### config.mk
export PLATFORM = sky130hd
export DESIGN_NAME = ovw_alu
export DESIGN_NICKNAME = d
export VERILOG_FILES = /design/src/rtl/ovw_alu_pkg.sv /design/src/rtl/ovw_alu_shifter.sv /design/src/rtl/ovw_alu_unit.sv /design/src/rtl/ovw_alu_divider.sv /design/src/rtl/ovw_alu.sv
export SDC_FILE = /design/constraint.sdc
export NUM_CORES = 1
export LEC_CHECK = 0
export BUFFER_PORTS_ARGS = -buffer_cell sky130_fd_sc_hd__buf_2
export CAP_MARGIN = 20
export CORE_MARGIN = 10
export CORE_UTILIZATION = 40
export CTS_CLUSTER_SIZE = 28
export DETAILED_ROUTE_END_ITERATION = 16
export HOLD_SLACK_MARGIN = 0.15
export REMOVE_ABC_BUFFERS = 1
export SLEW_MARGIN = 20
export SYNTH_ARGS = -nofsm -noshare
export SYNTH_HDL_FRONTEND = slang
export SYNTH_SLANG_ARGS = --single-unit
### constraint.sdc
create_clock -name clk -period 7.45 [get_ports clk]
set_input_delay 0 -clock clk [delete_from_list [all_inputs] [get_ports clk]]
set_output_delay 0 -clock clk [all_outputs]
set_load 0.05 [all_outputs]
### src/rtl/ovw_alu_pkg.sv
// Shared opcode encoding and cost table for the overflow-word ALU.
// Assumes a 4-bit opcode field; the numeric codes are fixed by the
// instruction encoding decoded upstream.
package ovw_alu_pkg;

    localparam int OPC_W  = 4;
    localparam int COST_W = 2;

    typedef enum logic [OPC_W-1:0] {
        OPC_NONE = 4'h0,
        OPC_MOV  = 4'h1,
        OPC_ADD  = 4'h2,
        OPC_SUB  = 4'h3,
        OPC_MUL  = 4'h4,
        OPC_DIV  = 4'h5,
        OPC_REM  = 4'h6,
        OPC_SHL  = 4'h7,
        OPC_SHR  = 4'h8,
        OPC_AND  = 4'h9,
        OPC_OR   = 4'hA,
        OPC_XOR  = 4'hB,
        OPC_TEQ  = 4'hC,
        OPC_TNE  = 4'hD,
        OPC_TGT  = 4'hE,
        OPC_TBIT = 4'hF
    } opcode_t;

    // Fixed processor-cycle cost of each opcode.
    function automatic logic [COST_W-1:0] op_cost(input logic [OPC_W-1:0] op);
        logic [COST_W-1:0] c;
        case (op)
            OPC_NONE:                         c = 2'd0;
            OPC_MOV, OPC_AND, OPC_OR, OPC_XOR: c = 2'd1;
            OPC_DIV, OPC_REM:                 c = 2'd3;
            default:                          c = 2'd2;
        endcase
        return c;
    endfunction

    // True for the opcodes served by the iterative divider.
    function automatic logic uses_divider(input logic [OPC_W-1:0] op);
        return (op == OPC_DIV) || (op == OPC_REM);
    endfunction

endpackage

### src/rtl/ovw_alu_shifter.sv
// Double-width logical shifter for the shift opcodes.
// Produces both halves of (a << n) and of ({a,0} >> n). Any shift
// amount at or above twice the width yields zero.
// Assumes WIDTH is a power of two, so that 2*WIDTH is one too.
module ovw_alu_shifter #(
    parameter int WIDTH = 16
) (
    input  logic [WIDTH-1:0] val,
    input  logic [WIDTH-1:0] amt,
    output logic [WIDTH-1:0] left_lo,
    output logic [WIDTH-1:0] left_hi,
    output logic [WIDTH-1:0] right_hi,
    output logic [WIDTH-1:0] right_lo
);
    localparam int DW   = 2 * WIDTH;
    localparam int SH_W = $clog2(DW);

    logic          too_far;
    logic [DW-1:0] wide_left;
    logic [DW-1:0] wide_right;

    // Any bit at or above position SH_W means the amount reaches 2*WIDTH.
    assign too_far = (amt >> SH_W) != '0;

    // Shift the zero-extended value left and the value-over-zeros right.
    always_comb begin
        wide_left  = {{WIDTH{1'b0}}, val} << amt[SH_W-1:0];
        wide_right = {val, {WIDTH{1'b0}}} >> amt[SH_W-1:0];
        if (too_far) begin
            wide_left  = '0;
            wide_right = '0;
        end
    end

    assign left_lo  = wide_left[WIDTH-1:0];
    assign left_hi  = wide_left[DW-1:WIDTH];
    assign right_hi = wide_right[DW-1:WIDTH];
    assign right_lo = wide_right[WIDTH-1:0];

endmodule

### src/rtl/ovw_alu_unit.sv
// Combinational evaluation of every opcode that finishes in one cycle.
// The divider opcodes and opcode 0 yield zeros and no strobes here;
// the top level supplies the divider results.
module ovw_alu_unit
    import ovw_alu_pkg::*;
#(
    parameter int WIDTH = 16
) (
    input  logic [OPC_W-1:0] op,
    input  logic [WIDTH-1:0] a,
    input  logic [WIDTH-1:0] b,
    output logic [WIDTH-1:0] res,
    output logic             res_we,
    output logic [WIDTH-1:0] ovf,
    output logic             ovf_we,
    output logic             cond
);
    localparam int DW = 2 * WIDTH;

    logic [WIDTH:0]   sum_x;
    logic [WIDTH:0]   diff_x;
    logic [DW-1:0]    prod;
    logic [WIDTH-1:0] shl_lo, shl_hi, shr_hi, shr_lo;

    // Extended-width adder, subtractor and multiplier.
    assign sum_x  = {1'b0, a} + {1'b0, b};
    assign diff_x = {1'b0, a} - {1'b0, b};
    assign prod   = DW'(a) * DW'(b);

    ovw_alu_shifter #(.WIDTH(WIDTH)) shifter_i (
        .val      (a),
        .amt      (b),
        .left_lo  (shl_lo),
        .left_hi  (shl_hi),
        .right_hi (shr_hi),
        .right_lo (shr_lo)
    );

    // Select result, overflow word, strobes and test outcome per opcode.
    always_comb begin
        res    = '0;
        res_we = 1'b0;
        ovf    = '0;
        ovf_we = 1'b0;
        cond   = 1'b0;
        case (op)
            OPC_MOV: begin res = b;      res_we = 1'b1; end
            OPC_AND: begin res = a & b;  res_we = 1'b1; end
            OPC_OR:  begin res = a | b;  res_we = 1'b1; end
            OPC_XOR: begin res = a ^ b;  res_we = 1'b1; end
            OPC_ADD: begin
                res    = sum_x[WIDTH-1:0];
                ovf    = WIDTH'(sum_x[WIDTH]);
                res_we = 1'b1;
                ovf_we = 1'b1;
            end
            OPC_SUB: begin
                res    = diff_x[WIDTH-1:0];
                ovf    = {WIDTH{diff_x[WIDTH]}};
                res_we = 1'b1;
                ovf_we = 1'b1;
            end
            OPC_MUL: begin
                res    = prod[WIDTH-1:0];
                ovf    = prod[DW-1:WIDTH];
                res_we = 1'b1;
                ovf_we = 1'b1;
            end
            OPC_SHL: begin
                res    = shl_lo;
                ovf    = shl_hi;
                res_we = 1'b1;
                ovf_we = 1'b1;
            end
            OPC_SHR: begin
                res    = shr_hi;
                ovf    = shr_lo;
                res_we = 1'b1;
                ovf_we = 1'b1;
            end
            OPC_TEQ:  cond = (a == b);
            OPC_TNE:  cond = (a != b);
            OPC_TGT:  cond = (a > b);
            OPC_TBIT: cond = ((a & b) != '0);
            default: ;
        endcase
    end

endmodule

### src/rtl/ovw_alu_divider.sv
// Restoring divider: one quotient bit per clock.
// The 2*WIDTH-bit dividend {num, zeros} is divided by den. The upper
// quotient half equals num/den and the lower half equals the fractional
// word ((num<<WIDTH)/den) mod 2^WIDTH. The partial remainder after the
// first WIDTH steps is num%den. A zero divisor gives all-ones quotients,
// which the caller overrides. load is honoured only while idle.
module ovw_alu_divider #(
    parameter int WIDTH = 16
) (
    input  logic              clk,
    input  logic              rst_n,
    input  logic              load,
    input  logic [WIDTH-1:0]  num,
    input  logic [WIDTH-1:0]  den,
    output logic              fin,
    output logic [2*WIDTH-1:0] quot,
    output logic [WIDTH-1:0]  remain
);
    localparam int DW = 2 * WIDTH;
    localparam int CW = $clog2(DW + 1);

    logic [DW-1:0]    acc;
    logic [WIDTH-1:0] part;
    logic [WIDTH-1:0] den_q;
    logic [WIDTH-1:0] rem_q;
    logic [CW-1:0]    step;
    logic             running;
    logic [WIDTH:0]   trial;
    logic             fits;
    logic [WIDTH:0]   part_n;

    // Trial subtraction of the divisor from the shifted partial remainder.
    assign trial  = {part, acc[DW-1]};
    assign fits   = trial >= {1'b0, den_q};
    assign part_n = fits ? (trial - {1'b0, den_q}) : trial;

    // Load operands, run 2*WIDTH steps, then pulse fin.
    always_ff @(posedge clk) begin
        if (!rst_n) begin
            acc     <= '0;
            part    <= '0;
            den_q   <= '0;
            rem_q   <= '0;
            step    <= '0;
            running <= 1'b0;
            fin     <= 1'b0;
        end else begin
            fin <= 1'b0;
            if (load && !running) begin
                acc     <= {num, {WIDTH{1'b0}}};
                part    <= '0;
                den_q   <= den;
                step    <= '0;
                running <= 1'b1;
            end else if (running) begin
                acc  <= {acc[DW-2:0], fits};
                part <= part_n[WIDTH-1:0];
                step <= step + 1'b1;
                if (step == CW'(WIDTH - 1)) begin
                    rem_q <= part_n[WIDTH-1:0];
                end
                if (step == CW'(DW - 1)) begin
                    running <= 1'b0;
                    fin     <= 1'b1;
                end
            end
        end
    end

    assign quot   = acc;
    assign remain = rem_q;

endmodule

### src/rtl/ovw_alu.sv
// Top level of the overflow-word ALU.
// Accepts an instruction on start while idle. Single-cycle opcodes are
// registered at once and signalled with done on the next cycle. The two
// divider opcodes hold busy until the divider finishes, and the results
// are registered one cycle later. Assumes the caller holds off new
// instructions until done, or accepts that starts are dropped while busy.
module ovw_alu
    import ovw_alu_pkg::*;
#(
    parameter int WIDTH = 16
) (
    input  logic              clk,
    input  logic              rst_n,
    input  logic              start,
    input  logic [3:0]        opcode,
    input  logic [WIDTH-1:0]  op_a,
    input  logic [WIDTH-1:0]  op_b,
    output logic              busy,
    output logic              done,
    output logic [WIDTH-1:0]  result,
    output logic              result_we,
    output logic [WIDTH-1:0]  ovf_word,
    output logic              ovf_we,
    output logic              cond_true,
    output logic [1:0]        cycle_cost
);
    localparam int DW = 2 * WIDTH;

    logic             accept;
    logic             to_div;
    logic [WIDTH-1:0] u_res, u_ovf;
    logic             u_res_we, u_ovf_we, u_cond;
    logic             div_fin;
    logic [DW-1:0]    div_quot;
    logic [WIDTH-1:0] div_rem;
    logic             pend_rem;
    logic             pend_zero;

    assign accept = start && !busy;
    assign to_div = accept && uses_divider(opcode);

    ovw_alu_unit #(.WIDTH(WIDTH)) unit_i (
        .op     (opcode),
        .a      (op_a),
        .b      (op_b),
        .res    (u_res),
        .res_we (u_res_we),
        .ovf    (u_ovf),
        .ovf_we (u_ovf_we),
        .cond   (u_cond)
    );

    ovw_alu_divider #(.WIDTH(WIDTH)) divider_i (
        .clk    (clk),
        .rst_n  (rst_n),
        .load   (to_div),
        .num    (op_a),
        .den    (op_b),
        .fin    (div_fin),
        .quot   (div_quot),
        .remain (div_rem)
    );

    // Register the outputs of single-cycle ops or of a finished division.
    always_ff @(posedge clk) begin
        if (!rst_n) begin
            busy       <= 1'b0;
            done       <= 1'b0;
            result     <= '0;
            result_we  <= 1'b0;
            ovf_word   <= '0;
            ovf_we     <= 1'b0;
            cond_true  <= 1'b0;
            cycle_cost <= '0;
            pend_rem   <= 1'b0;
            pend_zero  <= 1'b0;
        end else begin
            done      <= 1'b0;
            result_we <= 1'b0;
            ovf_we    <= 1'b0;
            cond_true <= 1'b0;
            if (to_div) begin
                busy       <= 1'b1;
                pend_rem   <= (opcode == OPC_REM);
                pend_zero  <= (op_b == '0);
                cycle_cost <= op_cost(opcode);
            end else if (accept) begin
                done       <= 1'b1;
                result     <= u_res;
                result_we  <= u_res_we;
                ovf_word   <= u_ovf;
                ovf_we     <= u_ovf_we;
                cond_true  <= u_cond;
                cycle_cost <= op_cost(opcode);
            end else if (div_fin) begin
                busy      <= 1'b0;
                done      <= 1'b1;
                result_we <= 1'b1;
                ovf_we    <= !pend_rem;
                if (pend_zero) begin
                    result   <= '0;
                    ovf_word <= '0;
                end else if (pend_rem) begin
                    result   <= div_rem;
                    ovf_word <= '0;
                end else begin
                    result   <= div_quot[DW-1:WIDTH];
                    ovf_word <= div_quot[WIDTH-1:0];
                end
            end
        end
    end

endmodule

Word-level counts from Yosys, hierarchy flattened

Index checks and enable logic that the tools add are counted.

Bitwise logic cells: 8
Shifts and indexed selects: 2
Multiply operators: 1
Eq/ne operators: 20
Multiplexer cells: 33
Add/subtract/negate cells: 4
Reduce and logical (&&, ||, !) cells: 26
Magnitude comparators: 2
Divide/modulo/power cells: 0

Operator list:

| cell               | count |
|---|---|
| $mux 16            | 9 |
| $pmux 16 s9        | 1 |
| $mux 32            | 4 |
| $pmux 16 s5        | 1 |
| $eq 4x4->1 const B | 8 |
| $mul 16x16->32     | 1 |
| $reduce_bool 16->1 | 2 |
| $shl 16x5->32      | 1 |
| $shr 32x5->32      | 1 |
| $add 16x16->17     | 1 |
| $ge 17x16->1       | 1 |
| $sub 16x16->17     | 1 |
| $and 16x16->16     | 1 |
| $eq 16x16->1       | 1 |
| $eq 4x3->1 const B | 4 |
| $gt 16x16->1       | 1 |
| $logic_not 16->1   | 1 |
| $ne 16x16->1       | 1 |
| $or 16x16->16      | 1 |
| $sub 16x16->16     | 1 |
| $xor 16x16->16     | 1 |
| $mux 1             | 14 |
| $reduce_or 9->1    | 1 |
| $eq 4x2->1 const B | 2 |
| other kinds (20)   | 36 |

Input port bits: 39
RAM bits: 0
Bits in read-only memories: 0
Register bits after elaboration: 129
Output and inout port bits: 39
Latch bits: 0
Memories: 0
Logic and storage cells: 114

Depth between registers and ports, before layout

Gate-level depths: netlist of the first run.

Depth in word-level cells: 6
Mapped depth: 27
Depth with buffers taken out: 23

Modules after synthesis

Synthesis of the first run repeated with hierarchy kept, for this count alone.

Cell total of the unflattened synthesis: 2585
Area, all modules: 20498.4 um^2

By module, submodules not included:

| module          | cells each | instances | area an instance (um^2) | sequential area each (um^2) |
|---|---|---|---|---|
| ovw_alu_unit    | 1457       | 1         | 11476.0                 | 0.0 |
| ovw_alu_divider | 509        | 1         | 4350.4                  | 1761.7 |
| ovw_alu_shifter | 383        | 1         | 2573.7                  | 0.0 |
| ovw_alu         | 236        | 1         | 2098.3                  | 820.8 |

Least setup slack after synthesis of the first run

OpenSTA, ideal clock, no wires.

Path type: input port to flip-flop
From: input op_b[2]
To: register ovf_word[15]
Arrival time: 6.079 ns
Cell stages on the path: 24
Path slack: 1.257 ns
Setup time: 0.115 ns
Buffers on the path: 5
Data required time: 7.335 ns
Cells stage by stage: buf_4 > buf_2 > buf_2 > buf_1 > buf_1 > nand2_1 > fa_1 > fa_1 > inv_1 > fa_1 > inv_1 > fa_1 > fa_1 > fa_1 > inv_1 > ha_1 > and3_1 > o2111ai_1 > o21bai_1 > a2111oi_2 > nor2_1 > o221a_2 > mux2i_1 > o21a_1

Word-level cells in the longest chain between the ends: 4
Elaborated cells on any way between the ends: 8
Classes of those cells: 1 x add/sub; 1 x mul; 2 x shift; 4 x mux

RTL lines:

| element                                                | RTL line           | text |
|---|---|---|
| start, declared                                        | ovw_alu.sv:17      | `input logic [WIDTH-1:0] op_b,` |
| branches (longest 2 deep; another with $mul 16x16->32) | n/a                |  |
| $pmux 16 s5 *                                          | ovw_alu_unit.sv:46 | `case (op)` |
| $mux 16 *                                              | ovw_alu.sv:87      | `end else if (accept) begin` |
| end signal, assigned                                   | ovw_alu.sv:91      | `ovf_word <= u_ovf;` |
| end signal, assigned                                   | ovw_alu.sv:108     | `ovf_word <= div_quot[WIDTH-1:0];` |
| end, declared                                          | ovw_alu.sv:22      | `output logic [WIDTH-1:0] ovf_word,` |

Mark *: on every way between the ends.
A chain may end at the register's enable or synchronous reset.

Worst setup path after layout of the first run

From: input op_a[2]
To: register ovf_word[5]

Word-level cells in the longest chain between the ends: 4
Elaborated cells on any way between the ends: 8
Classes of those cells: 1 x add/sub; 1 x mul; 2 x shift; 4 x mux

RTL lines:

| element                                                | RTL line           | text |
|---|---|---|
| start, declared                                        | ovw_alu.sv:16      | `input logic [WIDTH-1:0] op_a,` |
| branches (longest 2 deep; another with $mul 16x16->32) | n/a                |  |
| $pmux 16 s5 *                                          | ovw_alu_unit.sv:46 |  |
| $mux 16 *                                              | ovw_alu.sv:87      |  |

Marks and branches as above.

==> impl_metrics.ini, run 1 <==
[layout]
fin_area_sq_um = 21400
fin_util_pct = 43.7
nets = 2893
area_growth_pct = 7.88
fillers = 5010
diodes = 0
multi_input_area_sq_um = 15300
register_area_sq_um = 2580
final_cell_count_no_fill = 3164
drive_gt1_share_pct = 9.48

[synthesis]
yosysWarnings = 0
synth_ff_type = dfxtp_1
synth-edff-count = 0
synth_area_leader_cell = fa_1
ys_seq_area_share_pct = 13.0
synth_cells = 2498
synthDistinctLibCells = 97
synth-seq-cells = 129
yosysTopAreaCellShare_pct = 19.9
synth_area_leaders = fa_1 (20%), dfxtp_1 (13%), ha_1 (11%), inv_1 (5.6%), nand2_1 (5.6%)
syn_area_per_cell_sq_um = 7.95
syn-cell-area_sq_um = 19900
async_flop_share_pct = 0

[global_route]
grt-ovfl-total = 0
track_usage_pct = 27.4
grt_pass1_vias = 19025
antenna_found_initial = 2
grt_max_degree = 70
grt_pass1_wl_microns = 123000

[critical_path]
regToRegSetupSlack_ns = 4.12
setup.worst_path.start = op_a[2]
crit_path_cell_trace = dlygate4sd3_1 > buf_2 > clkinv_1 > nor2_1 > fa_1 > fa_1 > ha_1 > inv_1 > fa_1 > fa_1 > inv_1 > fa_1 > ha_1 > a21o_1 > or3_1 > o21bai_1 > nand3b_1 > a221o_1 > a21oi_1 > xor2_1 > o221ai_1
path_buf_inv = 5
critPathTopFamily = adder cells
critPathMaxStageDelay_ns = 0.54
crit_slowest_cell = fa_1
critPathRequiredTime_ns = 7.74
r2r-start = divider_i.den_q[4]$_SDFFE_PN0P_
cp-start-kind = primary input
reg2regPathDepth = 11
cp_common_cell = fa_1
crit_fanout = 11
arrival_ns = 7.28
worstSetupPathType = primary input to flip-flop
worstReg2RegEnd = divider_i.part[5]$_SDFFE_PP0P_
end_kind = flip-flop

[cts]
post_cts_buffers = 0
cts_buffer_depth = 2
clock_sinks = 129
root_buffer = clkbuf_16
cts_tree = yes
path_clk_slew_ns = 0.06
clock_latency_ns = 0.45
htree_levels = 4
cts_buffers = 17
cts.repair.resized = 0
hold_buffers = 18

[die]
die-area_sq_um = 59000
ios = 78
core_sq_um = 49100
die_h_microns = 243
die_w_microns = 243
initial_utilization_pct = 40.5
rows = 81

[drt]
drc_errors = 0
routed_via_density = 6.12
ant_nets = 0
avgRoutedWirePerCell_microns = 26.1
drt_first_pass_iters = 7
drt_wl_total_microns = 82500
vias = 19351
first_iter_violations = 2225

[timing]
slew_violations = 0
finalCritPeriodShare_pct = 93.9
clock_skew_ns = 0.0168
fin_tns_setup_ns = 0
setup_slack_ns = 0.452
hold_viol = 0
slew_headroom_pct = 19.6
rsz0062_at_grt = false
finalSetupViolCount = 0
tightestPinTransition_ns = 1.20
fmax_mhz = 143
min_period_ns = 7.00

[placed_design]
place_area_sq_um = 20700
dp_hpwl_microns = 62300
io_buffers = 77
dp.cells = 3114
place_ws_ns = 0.715
place.gp.congestion = 0.985

[hold_path]
hold_path.class = primary input to flip-flop
min_from = op_b[4]
hold_depth = 4
hold_end = divider_i.den_q[4]$_SDFFE_PN0P_

[power]
leakagePower_nw = 9.47
irDropWorstVdd_v = 0.000629
power_density_nw_per_um2 = 367

[run_status]
outcome = completed

[run]
cap_violations = 0
## synthesized netlist by cell type (11+ instances only)
master     number
inv_1         294
nand2_1       294
nor2_1        255
fa_1          197
ha_1          170
a21oi_1       161
dfxtp_1       129
o21ai_0       129
clkbuf_1      112
mux2i_1        64
nand3_1        41
buf_2          36
nor3_1         32
a21o_1         29
o22ai_1        29
a211oi_1       27
a31oi_1        25
nand2b_1       25
xnor2_1        25
mux4_2         22
nor2b_1        21
a221oi_1       20
a311oi_1       18
a22oi_1        17
and3_1         17
o211ai_1       16
xor2_1         16
mux2_2         15
nand4_1        12
o21bai_1       12
buf_1          11
nor4_1         11
o2111ai_1      11
o21a_1         11
## power breakdown
group / internal, mW / switching (mW)
sequential: 0.717 / 0.0214
clock: 0.441 / 0.373
combinational: 2.26 / 4.05
## placed cells by master (no fill, tap or decap), types with 15 or more instances in the layout
cell | netlist | final
a211oi_1 | 27 | 27
a21o_1 | 29 | 29
a21oi_1 | 161 | 161
a221oi_1 | 20 | 20
a22oi_1 | 17 | 17
a311oi_1 | 18 | 18
a31oi_1 | 25 | 25
and3_1 | 17 | 17
buf_2 | 36 | 77
buf_4 | 7 | 50
clkbuf_16 | 0 | 17
dfxtp_1 | 129 | 128
dlygate4sd3_1 | 0 | 18
fa_1 | 197 | 197
ha_1 | 170 | 170
inv_1 | 294 | 294
mux2_2 | 15 | 15
mux2i_1 | 64 | 64
mux4_2 | 22 | 22
nand2_1 | 294 | 294
nand2b_1 | 25 | 25
nand3_1 | 41 | 41
nor2_1 | 255 | 254
nor2b_1 | 21 | 21
nor3_1 | 32 | 31
o211ai_1 | 16 | 16
o21ai_0 | 129 | 129
o22ai_1 | 29 | 29
xnor2_1 | 25 | 25
xor2_1 | 16 | 16
## worst max-delay path by stage
stage          cells after the start  slack (ns)                         to
2_1_floorplan                     21        1.83  ovf_word[15]$_SDFFE_PN0P_
6_report                          21        0.45   ovf_word[5]$_SDFFE_PN0P_
4_1_cts                           21        0.64   ovf_word[5]$_SDFFE_PN0P_
3_3_place_gp                      20        0.76   ovf_word[5]$_SDFFE_PN0P_
3_5_place_dp                      20        0.71   ovf_word[5]$_SDFFE_PN0P_
5_1_grt                           21        0.29   ovf_word[5]$_SDFFE_PN0P_
## state kept, by name, indices dropped and copies added, names as in the netlist
register,flops
divider_i.quot,32
divider_i.den_q,16
divider_i.part,16
divider_i.remain,16
ovf_word,16
result,16
divider_i.step,6
cycle_cost,2
busy,1
cond_true,1
divider_i.fin,1
divider_i.running,1
done,1
ovf_we,1
pend_rem,1
pend_zero,1
result_we,1
## area by class of cell
cell class	instances	share of cell area [%]
multi-input cells	1887	71.6
flip-flops and latches	129	12.1
inverters	307	5.38
repair buffers	145	4.39
well taps	664	3.88
clock buffers	17	1.99
clock inverters	15	0.660
## cells by family after synthesis
logic type | Yosys count | synth area share (%)
fa+ha+maj | 367 | 30.6
simple gates | 756 | 16.8
flops | 129 | 13.0
mux | 109 | 7.55
xor+xnor | 41 | 1.81
buf+inv | 482 | 9.82
compound gates | 614 | 20.4
## per-stage QoR
stage | power (mW) | hold WS [ns]
after CTS | 7.83 | 0.152
after detailed placement | 6.97 | 0.348
after floorplan | 4.92 | 0.116
after global placement | 6.95 | 0.348
final | 7.86 | 0.171
after global routing | 8.49 | 0.170
## worst reg2reg max path: cells and delay by family (launching register included)
family                     cells  cell delay [ns]
and+or+nand+nor                1             0.58
adders and majority gates      1             0.37
AOI/OAI and AO/OA              6             1.10
DFF                            1             0.33
buffers and inverters          2             0.42
muxes                          1             0.38
## metal layers
metal | up-vias | global-route usage [%] | share of wire, %
met5 | - | 0 | 0.016
met4 | 2 | 12.5 | 5.0
met3 | 189 | 5.67 | 9.3
met2 | 1009 | 41.9 | 44
met1 | 9592 | 36.6 | 42
li1 | 8559 | - | -
Power figures use the tool's default switching activity.
==> run 2, diff against run 1 <==
- PLACE_DENSITY: unset -> 0.62
==> run 2 against run 1 <==
  * Worst setup slack better by 0.39 ns
  * Via count down 0.17%
  * First-iteration DRC count shrank 1.7%
  * Clock skew decreased by 0.0022 ns
  * Largest cell class unchanged
==> impl_metrics.ini, run 2 (synthesis gave the netlist of run 1 again) <==
[cts]
cts_buffers = 17
cts_tree = yes
cts_buffer_depth = 2
path_clk_slew_ns = 0.06
root_buffer = clkbuf_16
htree_levels = 4
clock_latency_ns = 0.45
clock_sinks = 129

[critical_path]
cp-start-kind = primary input
critPathRequiredTime_ns = 7.76
arrival_ns = 6.91
cp_common_cell = fa_1
reg2regPathDepth = 5
regToRegSetupSlack_ns = 4.42
crit_slowest_cell = a2111oi_0
worstSetupPathType = primary input to flip-flop
r2r-start = pend_rem$_SDFFE_PN0P_
critPathMaxStageDelay_ns = 0.60
crit_fanout = 15
path_buf_inv = 7
worstReg2RegEnd = result[11]$_SDFFE_PN0P_
end_kind = flip-flop
crit_path_cell_trace = dlygate4sd3_1 > buf_2 > inv_1 > nor2_1 > fa_1 > inv_1 > fa_1 > inv_1 > fa_1 > fa_1 > fa_1 > inv_1 > fa_1 > inv_1 > ha_1 > o21ai_0 > a21oi_1 > o211a_1 > o22ai_1 > o21bai_1 > xnor2_1 > a2111oi_0 > nor3_1
critPathTopFamily = adder cells

[drt]
drc_errors = 0
ant_nets = 0
wl_met1_microns = 33000
first_iter_violations = 2188
avgRoutedWirePerCell_microns = 25.4
met2_wirelength_microns = 35100
highest_layer = met5
drt_first_pass_iters = 6
routed_via_density = 6.10
vias = 19319
drt_wl_total_microns = 80500
wl_met3_microns = 8100

[die]
die_w_microns = 243
rows = 81
die-area_sq_um = 59000
initial_utilization_pct = 40.5
die_h_microns = 243
core_sq_um = 49100
ios = 78

[layout]
nets = 2893
area_growth_pct = 7.95
largest_reg_flops = 32
final_cell_mix = nand2_1 (294), inv_1 (293), nor2_1 (253), fa_1 (197), ha_1 (170)
final_common_cell = nand2_1
fin_util_pct = 43.7
drive_gt1_share_pct = 9.48
fin_area_sq_um = 21400
fillers = 5017

[timing]
slew_violations = 0
clock_skew_ns = 0.0147
slew_headroom_pct = 22.4
finalCritPeriodShare_pct = 88.6
hold_viol = 0
fin_tns_setup_ns = 0
fmax_mhz = 151
rsz0062_at_grt = false
finalSetupViolCount = 0
min_period_ns = 6.60
tightestPinTransition_ns = 1.15

[hold_path]
hold_depth = 4
hold_end = result_we$_SDFF_PP0_
hold_path.class = primary input to flip-flop
min_from = start

[global_route]
grt-ovfl-total = 0
grt_pass1_vias = 19114
grt_max_degree = 56
antenna_found_initial = 4
track_usage_pct = 26.6
grt_pass1_wl_microns = 121000

[run]
cap_violations = 0

[power]
irDropWorstVdd_v = 0.000648
power_density_nw_per_um2 = 366
leakagePower_nw = 9.49

[run_status]
outcome = completed

[placed_design]
io_buffers = 77
dp_hpwl_microns = 61300
place_area_sq_um = 20700
place.gp.congestion = 1.02
==> run 2: cell count changes in the layout (fill, tap and decap cells not counted), moves of 2 or more <==
cell        before  now
clkinv_2         0    2
clkinvlp_4       4    1
inv_6            7    4
clkinv_4         0    2
==> run 2: final cells by class <==
type / instances / area [sq um] / share of cell area (%)
Inverter: 307 / 1150 / 5.38
Tap cell: 664 / 831 / 3.88
Clock inverter: 14 / 145 / 0.677
Sequential cell: 129 / 2580 / 12.1
Multi-Input combinational cell: 1887 / 15300 / 71.6
Timing Repair Buffer: 145 / 943 / 4.40
Clock buffer: 18 / 429 / 2.00
Antenna cell: 1 / 2.50 / 0.0117
==> run 2: tightest hold or removal path, delay by kind of cell <==
kind / cells / cell delay, ns
simple gates: 2 / 0.38
buf+inv: 1 / 0.09
compound gates: 1 / 0.08
==> run 2: per-layer routing <==
layer / GRT usage [%] / vias to the layer above
li1: - / 8548
met1: 34.8 / 9431
met2: 40.2 / 1097
met3: 6.58 / 235
met4: 13.3 / 8
met5: 0 / -
==> run 2: power breakdown <==
| group | total (mW) | leakage (nW) | switching, mW | internal [mW] |
|---|---|---|---|---|
| combinational | 6.26 | 8.16 | 3.98 | 2.28 |
| sequential | 0.740 | 1.05 | 0.0232 | 0.717 |
| clock | 0.840 | 0.283 | 0.370 | 0.471 |
| total | 7.84 | 9.49 | 4.37 | 3.47 |
==> run 2: how the worst max path moves through the flow <==
stage / from / end / slack (ns) / depth (start not counted)
after detailed placement: op_a[10] / ovf_word[8]$_SDFFE_PN0P_ / 0.86 / 22
after global routing: op_b[4] / ovf_word[8]$_SDFFE_PN0P_ / 0.51 / 23
final: op_b[4] / ovf_word[8]$_SDFFE_PN0P_ / 0.85 / 23
after CTS: op_b[4] / ovf_word[8]$_SDFFE_PN0P_ / 0.93 / 23
after global placement: op_a[10] / ovf_word[8]$_SDFFE_PN0P_ / 0.89 / 22
after floorplan: op_b[4] / ovf_word[15]$_SDFFE_PN0P_ / 1.83 / 21
==> run 2: stage by stage <==
step,hold WS [ns],power (mW),instances,worst slack (ns)
after floorplan,0.116,4.92,2323,1.83
after global placement,0.412,6.84,3113,0.891
after detailed placement,0.408,6.91,3113,0.865
after CTS,0.150,7.79,3164,0.933
after global routing,0.170,8.44,3164,0.510
final,0.156,7.84,3165,0.847
==> run 2: repair_timing <==
action | 4_1_cts | 5_1_grt
hold buffers | 19 | 0
setup endpoints to repair | 0 | 0
endpoints found under the hold margin | 26 | 0
setup buffers | 0 | 0
resized for setup | 0 | 0
